<file path="src/rtl/wam_pkg.sv">
package wam_pkg;
  typedef enum logic {
    FMT_UNSIGNED = 1'b0,
    FMT_SIGNED   = 1'b1
  } wam_fmt_e;
endpackage

</file>
<file path="src/rtl/wam_cmp.sv">
module wam_cmp
  import wam_pkg::*;
#(
  parameter int DW = 12
) (
  input  wam_fmt_e        fmt,
  input  logic [DW-1:0]   data,
  input  logic [DW-1:0]   lo,
  input  logic [DW-1:0]   hi,
  output logic            outside
);
  // Extend by one bit so a single signed compare serves both formats.
  logic signed [DW:0] d_x, lo_x, hi_x;
  logic               sext;

  always_comb begin
    sext    = (fmt == FMT_SIGNED);
    d_x     = {sext & data[DW-1], data};
    lo_x    = {sext & lo[DW-1], lo};
    hi_x    = {sext & hi[DW-1], hi};
    outside = (d_x < lo_x) || (d_x > hi_x);
  end
endmodule

</file>
<file path="src/rtl/wam_slot.sv">
module wam_slot #(
  parameter int DW = 12
) (
  input  logic          clk,
  input  logic          rst_n,
  input  logic          wr,
  input  logic          trip,
  input  logic          clr,
  input  logic [DW-1:0] data,
  output logic          stat,
  output logic [DW-1:0] flt,
  output logic [DW-1:0] cur
);
  logic hit;
  logic grab;

  always_comb begin
    hit  = wr & trip;
    grab = hit & (~stat | clr);
  end

  always_ff @(posedge clk or negedge rst_n) begin
    if (!rst_n) begin
      stat <= 1'b0;
      flt  <= '0;
      cur  <= '0;
    end else begin
      if (wr)   cur <= data;
      if (grab) flt <= data;
      stat <= (stat & ~clr) | hit;
    end
  end

  AST_CUR_FOLLOWS: assert property (@(posedge clk) disable iff (!rst_n)
    wr |=> (cur == $past(data)));
  AST_TRIP_SETS: assert property (@(posedge clk) disable iff (!rst_n)
    (wr && trip) |=> stat);
  AST_FIRST_TRIP_SNAP: assert property (@(posedge clk) disable iff (!rst_n)
    (wr && trip && !stat) |=> (flt == $past(data)));
  AST_SNAP_STICKY: assert property (@(posedge clk) disable iff (!rst_n)
    (stat && !clr) |=> $stable(flt));
  AST_CLR_DROPS: assert property (@(posedge clk) disable iff (!rst_n)
    (clr && !(wr && trip)) |=> !stat);
  AST_CLR_KEEPS_SNAP: assert property (@(posedge clk) disable iff (!rst_n)
    (clr && !wr) |=> $stable(flt));
endmodule

</file>
<file path="src/rtl/wnd_alarm_mon.sv">
module wnd_alarm_mon
  import wam_pkg::*;
#(
  parameter int NCH = 4,
  parameter int DW  = 12,
  localparam int CW = (NCH > 1) ? $clog2(NCH) : 1
) (
  input  logic              clk,
  input  logic              rst_n,
  input  logic              bipolar,
  input  logic [NCH*DW-1:0] thr_lo,
  input  logic [NCH*DW-1:0] thr_hi,
  input  logic              freeze,
  input  logic [NCH-1:0]    alarm_clr,
  input  logic              in_valid,
  output logic              in_ready,
  input  logic [CW-1:0]     in_chan,
  input  logic [DW-1:0]     in_data,
  output logic [NCH-1:0]    alarm_stat,
  output logic [NCH*DW-1:0] fault_val,
  output logic [NCH*DW-1:0] cur_val
);
  localparam logic [DW-1:0] SMIN = {1'b1, {(DW-1){1'b0}}};
  localparam logic [DW-1:0] SMAX = {1'b0, {(DW-1){1'b1}}};

  wam_fmt_e      fmt;
  logic          accept;
  logic [DW-1:0] sel_lo, sel_hi;
  logic          outside;

  always_comb begin
    fmt      = bipolar ? FMT_SIGNED : FMT_UNSIGNED;
    in_ready = ~freeze;
    accept   = in_valid & in_ready;
    sel_lo   = thr_lo[in_chan*DW +: DW];
    sel_hi   = thr_hi[in_chan*DW +: DW];
  end

  wam_cmp #(.DW(DW)) u_cmp (
    .fmt     (fmt),
    .data    (in_data),
    .lo      (sel_lo),
    .hi      (sel_hi),
    .outside (outside)
  );

  for (genvar i = 0; i < NCH; i++) begin : g_slot
    logic wr_i;
    assign wr_i = accept && (in_chan == CW'(i));
    wam_slot #(.DW(DW)) u_slot (
      .clk   (clk),
      .rst_n (rst_n),
      .wr    (wr_i),
      .trip  (outside),
      .clr   (alarm_clr[i]),
      .data  (in_data),
      .stat  (alarm_stat[i]),
      .flt   (fault_val[i*DW +: DW]),
      .cur   (cur_val[i*DW +: DW])
    );
  end

  AST_SIGNED_OPEN_WINDOW: assert property (@(posedge clk) disable iff (!rst_n)
    (bipolar && sel_lo == SMIN && sel_hi == SMAX) |-> !outside);
  AST_UNSIGNED_OPEN_WINDOW: assert property (@(posedge clk) disable iff (!rst_n)
    (!bipolar && sel_lo == '0 && sel_hi == '1) |-> !outside);
  AST_FROZEN_CUR: assert property (@(posedge clk) disable iff (!rst_n)
    freeze |=> $stable(cur_val));
  AST_FROZEN_SNAP: assert property (@(posedge clk) disable iff (!rst_n)
    freeze |=> $stable(fault_val));
endmodule

</file>
<file path="config.mk">
export PLATFORM = sky130hd
export DESIGN_NAME = wnd_alarm_mon
export DESIGN_NICKNAME = d
export VERILOG_FILES = /design/src/rtl/wam_pkg.sv /design/src/rtl/wam_cmp.sv /design/src/rtl/wam_slot.sv /design/src/rtl/wnd_alarm_mon.sv
export SDC_FILE = /design/constraint.sdc
export NUM_CORES = 1
export LEC_CHECK = 0
export ABC_CLOCK_PERIOD_IN_PS = 2000
export BUFFER_PORTS_ARGS = -buffer_cell sky130_fd_sc_hd__buf_4
export CAP_MARGIN = 0
export CORE_UTILIZATION = 40
export CTS_CLUSTER_SIZE = 14
export DETAILED_ROUTE_END_ITERATION = 16
export PLACE_DENSITY = 0.76
export SYNTH_ARGS = -nofsm -noshare
export SYNTH_HDL_FRONTEND = slang
export SYNTH_SLANG_ARGS = --single-unit
</file>
<file path="constraint.sdc">
create_clock -name clk -period 2 [get_ports clk]
set_input_delay 0.1 -clock clk [delete_from_list [all_inputs] [get_ports clk]]
set_output_delay 0.1 -clock clk [all_outputs]
set_load 0.02 [all_outputs]
</file>
# Word level (Yosys, flattened, before mapping)
# Index checks and enable logic that the tools add are counted.
# word_totals
register_bits,100
elab_cells,60
input_bits,119
out_inout_bits,101
# classes
n_mux,1
reduce_logical,6
bitwise,33
eq_ne,3
order_cmp,2
shifts,2
n_mul,1
# ops
cell,count
indexed part select 48 x 7 -> 12 bit,2
bitwise AND 1 bit,16
greater-than comparator 13 bit,1
< comparator 13 bit,1
NOT 1 bit,9
OR 1 bit,8
"== test 2 bit, second input constant",2
logical AND 1 bit,4
"multiplier 2 x 2 -> 4 bit, second input constant",1
"== test 2 x 1 -> 1 bit, second input constant",1
logical NOT 2 bit,1
logical OR 1 bit,1
2-to-1 mux 1 bit,1

# Logic depth before layout (Yosys ltp)
# Gate-level depths: netlist of the first run.
# logic_depth
word_depth,7
mapped_depth,13
depth_no_buf,10

# Hierarchy
# Synthesis of the first run repeated with hierarchy kept, for this count alone.
# unflattened
hier_cells,349
hier_area_um2,5076.1
# by_module_without_submodules
module,cells_each,seq_area_each_um2,n_inst,area_per_inst_um2
wam_slot,56,625.6,4,937.1
wam_cmp,90,0.0,1,664.4
wnd_alarm_mon,35,0.0,1,663.1

# Worst setup path before layout of the first run
# No wires, ideal clock.
# synth_timing
path_kind,input -> register
from,input in_chan[0]
to,register g_slot[3].u_slot.flt[0]
stages,13
path_buffers,3
path_slack_ps,-1669
arrival_time_ps,3545
setup_ps,125
required_time_ps,1875
cell_sequence,buf_1 -> buf_1 -> mux4_2 -> inv_1 -> ha_1 -> nand2_1 -> nor4_1 -> o31ai_1 -> a41oi_1 -> a211oi_4 -> nor3_1 -> buf_4 -> mux2_2
# synth_via
elab_chain_cells,7
word_cells_on_any_way,12
cone_classes,mul (1); order compare (2); eq/ne (1); shift (2); bitwise (4); reduce/logical (2)
# synth_rtl
element,line,rtl
start: declaration,wnd_alarm_mon.sv:17,"input logic [CW-1:0] in_chan,"
multiplier 2 x 2 -> 4 bit,"wnd_alarm_mon.sv:35, wnd_alarm_mon.sv:36",
indexed part select 48 x 7 -> 12 bit (on tied branches),"wnd_alarm_mon.sv:35, wnd_alarm_mon.sv:36",
bitwise AND 1 bit (on tied branches),"wam_cmp.sv:19, wam_cmp.sv:20",
< comparator 13 bit / greater-than comparator 13 bit (equally long branches),wam_cmp.sv:21,outside = (d_x < lo_x) || (d_x > hi_x);
logical OR 1 bit,wam_cmp.sv:21,
bitwise AND 1 bit (*),wam_slot.sv:18,hit = wr & trip;
bitwise AND 1 bit (*),wam_slot.sv:19,grab = hit & (~stat | clr);
end signal: assignment,wam_slot.sv:29,if (grab) flt <= data;
end: declaration,wam_slot.sv:11,"output logic [DW-1:0] flt,"
# Every way passes the cells marked *; elsewhere a longest branch is shown, timed or not.
# A chain may end at the register's enable or synchronous reset.

# Worst setup path in the final report of the first run
# layout_timing
from,input in_chan[0]
to,register g_slot[3].u_slot.flt[3]
# The elaborated chain is that of the path after synthesis.

==> flow_summary.toml, run 1 <==
[status]
status = "finished, violations left"
violations = "setup timing"

[global_route]
overflow = 0
first_global_vias = 4516
grt-busiest-layer = "met2"
grt_usage = 0.2458
grtUsageMet2 = 0.4569
grt_pass1_wl_mm = 23.49
grt_max_degree = 50
grtUsageMet3 = 0.04145
use_met1 = 0.2828
antenna_found_initial = 0

[cts]
ctsHtreeMaxLevel = 3
cts_max_path_buffers = 2
clkSinkCount = 100
cts_tree = "built"
cts.clk_slew.worst_paths_ns = 0.07
cts-root-buf = "clkbuf_16"
numCtsBuffers = 9
insertion_delay_ns = 0.35

[min_path]
hp-class = "input pin to register"
hold_depth = 3

[synth]
synth_area_leaders = "dfrtp_1 50%, mux2_2 21%, mux4_2 11%"
synth-edff-count = 0
yosys_warnings = 0
synth_common_cells = "100 x dfrtp_1, 94 x mux2_2, 30 x inv_1"
ys_seq_area_frac = 0.5003
syn_inst = 359
ys_types = 33
postSynthNetCount = 503
synth_top_area_frac = 0.5003
ys_async_sr_fraction = 1.000
avgSynthCellArea_um2 = 13.93
synthMostInstantiatedCell = "dfrtp_1"
synth_ff_type = "dfrtp_1"
ys_seq_elements = 100
synth.largest_area_cell = "dfrtp_1"
syn-cell-area_um2 = 5002

[sta]
rsz0062_at_grt = "yes"
tns_ns = -34.17
tightestPinTransition_ns = 0.5656
hold_slack_ns = 0.09825
fin_ws_ns = -0.7597
drv_slew = 0
fin_skew_ns = 0.005756
slew_headroom = 0.6229
clock.fmax_mhz = 362.4
fin_crit_ns = 2.760
hold_viol = 0
setup_viol = 52
finalCritPeriodShare = 1.380

[setup_path]
critPathKind = "input pin to register"
crit_chain = "buf_16 > buf_8 > mux4_2 > inv_2 > ha_4 > nand2_4 > nor4_4 > o31ai_4 > buf_4 > a41oi_4 > a211oi_4 > buf_6 > buf_6 > nor3_4 > buf_6 > mux2_4"
path_depth = 16
cp-start-kind = "input pin"
crit_top_cell = "buf_6"
end_kind = "register"
worstPathMaxFanout = 7
required_ns = 2.23
critPathSlowestCell = "mux4_2"
slowest_delay_ns = 0.49
arrival_ns = 2.99
path_buf_inv = 7
rr_worst_depth = 5
cp_top_family = "buffers and inverters"

[cells_and_area]
multi_input_area_um2 = 2641
n_fill_cell = 932
nets = 774
stdcell_area_um2 = 7980
antennaDiodeCount = 0
seq_area_um2 = 2502
syn2layout_area_growth_pct = 59.53
drive_gt1_frac = 0.7134

[die]
row_count = 40
core_area_um2 = 12110
fp.dieH_um = 113.8
start_util = 0.4130
die_w_um = 113.8
dieArea_um2 = 12960
ioPinCount = 220

[power_and_ir_drop]
peakVddDrop_v = 0.0004339
p_leak_nw = 3.779
power_density_nw_per_um2 = 967.4

[detailed_routing]
firstDrtPassIters = 4
routed_wl_mm = 15.82
antenna_left = 0
viasPerCell = 5.169
drc = 0
drtIter0Drc = 134
vias = 4151
wl_per_cell_um = 19.70

[placement]
post-place-ws_ns = -1.372
gp_congestion = 0.8306
io_buffers = 219
post_dp_cell_area_um2 = 7104
dp_hpwl_mm = 11.86

[job]
cap_violations = 0
-- through the flow --
step	total power, mW	utilization	instances
after global routing	8.073	0.6589	803
after CTS	7.673	0.6538	804
after detailed placement	5.841	0.5866	769
after global placement	5.753	0.5866	769
after floorplan	4.359	-	359
final	7.720	0.6589	803
-- sequential cells by signal, indices dropped and copies added (netlist names) --
name and count:
g_slot.u_slot.flt 48, g_slot.u_slot.stat 4, g_slot.u_slot.cur 48
-- cell usage in the layout, fill, tap and decap left out, types with 2 or more instances in the layout --
master           n
clkinv_4         2
nor2_4           4
nand2_2          2
clkinvlp_4       3
inv_2            7
nand2_4          2
inv_1           23
mux2_4          13
buf_6            7
mux4_2          24
mux2_2          81
o22ai_1          3
nand2_1          8
nand3_1          3
buf_4          259
and2_1           3
dlygate4sd3_1    4
ha_4             9
a21oi_1          2
clkbuf_16        9
ha_1            16
buf_12           4
buf_16           2
o21ai_0          6
a211oi_2         2
nor2_2           2
dfrtp_1        100
a21oi_2          3
buf_8            2
nor2_1           3
nand4_1          4
-- cell families (layout without fill, tap and decap cells) --
| kind of cell | Yosys count | count (layout) | share of synthesized area |
|---|---|---|---|
| multiplexers | 118 | 118 | 0.3197 |
| flip-flops | 100 | 100 | 0.5003 |
| buffers and inverters | 48 | 324 | 0.04052 |
| AND/OR/NAND/NOR | 41 | 41 | 0.03977 |
| AO/OA/AOI/OAI | 27 | 27 | 0.03727 |
| adder cells (fa/ha/maj) | 25 | 25 | 0.06253 |
-- per-layer routing --
metal / wire, um / vias to the layer above
met4: 427 / 0
met2: 8556 / 179
li1: - / 1849
met1: 6061 / 2092
met5: 0 / -
met3: 770 / 31
-- repair_timing --
item,4_1_cts,5_1_grt
hold buffers,4,0
endpoints found under the setup margin,52,52
setup buffers,15,1
pin swaps,21,12
endpoints found under the hold margin,37,0
gates resized for setup,58,23
gates cloned,2,0
-- cell type report --
cell class              count  share of cell area
flip-flops and latches    100              0.3136
multi-input cells         211              0.3310
inverters                  30             0.01411
repair buffers            278              0.2792
clock buffers               9             0.02822
well taps                 168             0.02634
clock inverters             7            0.007526
-- where the power goes --
| part | switching, mW | internal, mW |
|---|---|---|
| logic | 1.52 | 1.63 |
| registers | 0.355 | 2.57 |
| clock network | 0.784 | 0.860 |
-- worst min-delay path: stages --
cell	delay, ns
buf_4	0.08
nor2b_1	0.07
o21bai_1	0.15
-- worst paths after layout --
path	from	endpoint	slack [ns]
min in group asynchronous	rst_n	g_slot[3].u_slot.cur[1]	0.27
worst max-delay path	in_chan[0]	g_slot[3].u_slot.flt[3]	-0.76
worst min-delay path	alarm_clr[3]	g_slot[3].u_slot.stat	0.1
worst min register to register	g_slot[3].u_slot.cur[0]	g_slot[3].u_slot.cur[0]	0.50
max in group asynchronous	rst_n	g_slot[2].u_slot.cur[6]	1.12
worst max register to register	g_slot[0].u_slot.stat	g_slot[0].u_slot.flt[10]	0.61
(Power assumes the default switching activity.)
==> run 2: changes to the inputs <==
- CORE_UTILIZATION: 40 -> 49
- CTS_BUF_LIST: not set -> sky130_fd_sc_hd__clkbuf_4
- PLACE_DENSITY: 0.76 -> 0.89
==> run 2 against run 1 <==
Clock skew increased by 0.0092 ns. Final cell count decreased by 3.4%. Largest cell class unchanged. The flow still finishes with violations (setup timing). First-iteration DRC count increased by 35%. Clock power decreased by 37%. Setup slack improved by 0.24 ns. Sequential share of layout area decreased by 0.12 points. Critical endpoint is now g_slot[3].u_slot.flt[10].
==> flow_summary.toml, run 2 (synthesized netlist as in run 1, its figures left out) <==
[global_route]
grt_max_degree = 54
antenna_found_initial = 0
overflow = 0
first_global_vias = 4605
grt_pass1_wl_mm = 24.79
grt_usage = 0.3271

[die]
fp.dieH_um = 103.0
core_area_um2 = 9819
row_count = 36
ioPinCount = 220
start_util = 0.5094
dieArea_um2 = 10620
die_w_um = 103.0

[cts]
ctsHtreeMaxLevel = 3
cts_tree = "built"
cts-root-buf = "clkbuf_4"
cts_max_path_buffers = 2
clkSinkCount = 100
insertion_delay_ns = 0.46
numCtsBuffers = 9
cts.clk_slew.worst_paths_ns = 0.14

[power_and_ir_drop]
power_density_nw_per_um2 = 897.6
total_power_mw = 7.190
peakVddDrop_v = 0.0004399
p_leak_nw = 3.767

[min_path]
hp-class = "input pin to register"
hold_depth = 3

[detailed_routing]
antenna_left = 0
vias = 4417
firstDrtPassIters = 4
drc = 0
routed_wl_mm = 17.62
viasPerCell = 5.692
wl_per_cell_um = 22.71
drtIter0Drc = 181

[setup_path]
cp-start-kind = "input pin"
rr_worst_depth = 5
required_ns = 2.35
worstPathMaxFanout = 7
slowest_delay_ns = 0.54
cp_top_family = "multiplexers"
arrival_ns = 2.86
path_buf_inv = 5
critPathKind = "input pin to register"
path_depth = 14
end_kind = "register"
crit_chain = "buf_16 > buf_8 > mux4_2 > inv_2 > ha_4 > nand4_1 > nor2_2 > o31ai_4 > a41oi_2 > a211oi_4 > buf_12 > nor3_4 > buf_6 > mux2_4"
critPathSlowestCell = "mux4_2"

[placement]
io_buffers = 219
gp_congestion = 0.8374
dp_cells = 738
dp_hpwl_mm = 11.30
post-place-ws_ns = -1.288

[cells_and_area]
antennaDiodeCount = 0
syn2layout_area_growth_pct = 60.13
final_cell_mix = "257 x buf_4, 100 x dfrtp_1, 87 x mux2_2, 24 x mux4_2, 18 x inv_1"
drive_gt1_frac = 0.7309
final_common_cell = "buf_4"
seq_area_um2 = 2502
stdcell_count = 776
multi_input_area_um2 = 2714
top_regs = "g_slot.u_slot.cur x48, g_slot.u_slot.flt x48, g_slot.u_slot.stat x4"
final_core_util = 0.8157
nets = 783
n_fill_cell = 522

[sta]
clock.fmax_mhz = 397.6
fin_ws_ns = -0.5149
slew_headroom = 0.6189
rsz0062_at_grt = "yes"
finalCritPeriodShare = 1.257
fin_crit_ns = 2.515
hold_viol = 0
setup_viol = 52
hold_slack_ns = 0.05988
tightestPinTransition_ns = 0.5716
drv_slew = 0
fin_skew_ns = 0.01499

[status]
status = "finished, violations left"
violations = "setup timing"

[job]
cap_violations = 0
[run 2: cell count changes in the layout (fill, tap and decap cells not counted), sizes merged]
cell | previous run | this run
clkinvlp | 3 | 1
inv | 32 | 30
clkinv | 2 | 3
bufinv | 0 | 1
dlygate4sd3 | 4 | 9
clkbuf | 9 | 11
buf | 274 | 277
[run 2: stage by stage]
stage | TNS [ns] | area (um^2)
after CTS | -15.36 | 7885
after floorplan | -41.38 | 5080
after global placement | -59.71 | 7141
final | -23.87 | 8010
after global routing | -24.20 | 8010
after detailed placement | -62.62 | 7141
[run 2: cell type report]
type	count	share of cell area
Multi-Input combinational cell	211	0.3388
Sequential cell	100	0.3124
Timing Repair Buffer	287	0.2979
Tap cell	133	0.02077
Inverter	30	0.01406
Clock buffer	10	0.009372
Clock inverter	5	0.006717
[run 2: routing by layer]
layer,global-route usage,vias up,share of wire
met4,0.2091,0,0.064
met1,0.3678,2189,0.37
met5,0,-,0
met2,0.5744,269,0.51
li1,-,1874,-
met3,0.05831,85,0.061
[run 2: worst reg2reg max path, stage by stage, from the launching register on]
cell	delay, ns
dfrtp_1	0.42
inv_1	0.09
o21ai_0	0.16
nor2_4	0.22
clkbuf_16	0.18
mux2_2	0.32
[run 2: timing repair]
| action | in CTS | in global routing |
|---|---|---|
| endpoints found under the setup margin | 52 | 52 |
| endpoints found under the hold margin | 110 | 0 |
| hold buffers | 9 | 0 |
| gates cloned | 4 | 1 |
| pin swaps | 28 | 10 |
| resized for setup | 75 | 19 |
| buffers inserted | 10 | 2 |
[run 2: path summary, 6_finish.rpt]
path	slack [ns]	from	endpoint
worst max-delay path	-0.51	in_chan[0]	g_slot[3].u_slot.flt[10]
worst min-delay path	0.06	in_data[3]	g_slot[3].u_slot.cur[3]
worst max register to register	0.53	g_slot[0].u_slot.stat	g_slot[0].u_slot.flt[6]
worst min register to register	0.52	g_slot[3].u_slot.cur[8]	g_slot[3].u_slot.cur[8]
max in group asynchronous	1.29	rst_n	g_slot[3].u_slot.stat
min in group asynchronous	0.10	rst_n	g_slot[0].u_slot.cur[2]
[run 2: where the power goes]
group | internal [mW] | switching, mW | total (mW)
combinational | 1.67 | 1.59 | 3.26
clock | 0.384 | 0.649 | 1.03
sequential | 2.57 | 0.328 | 2.89
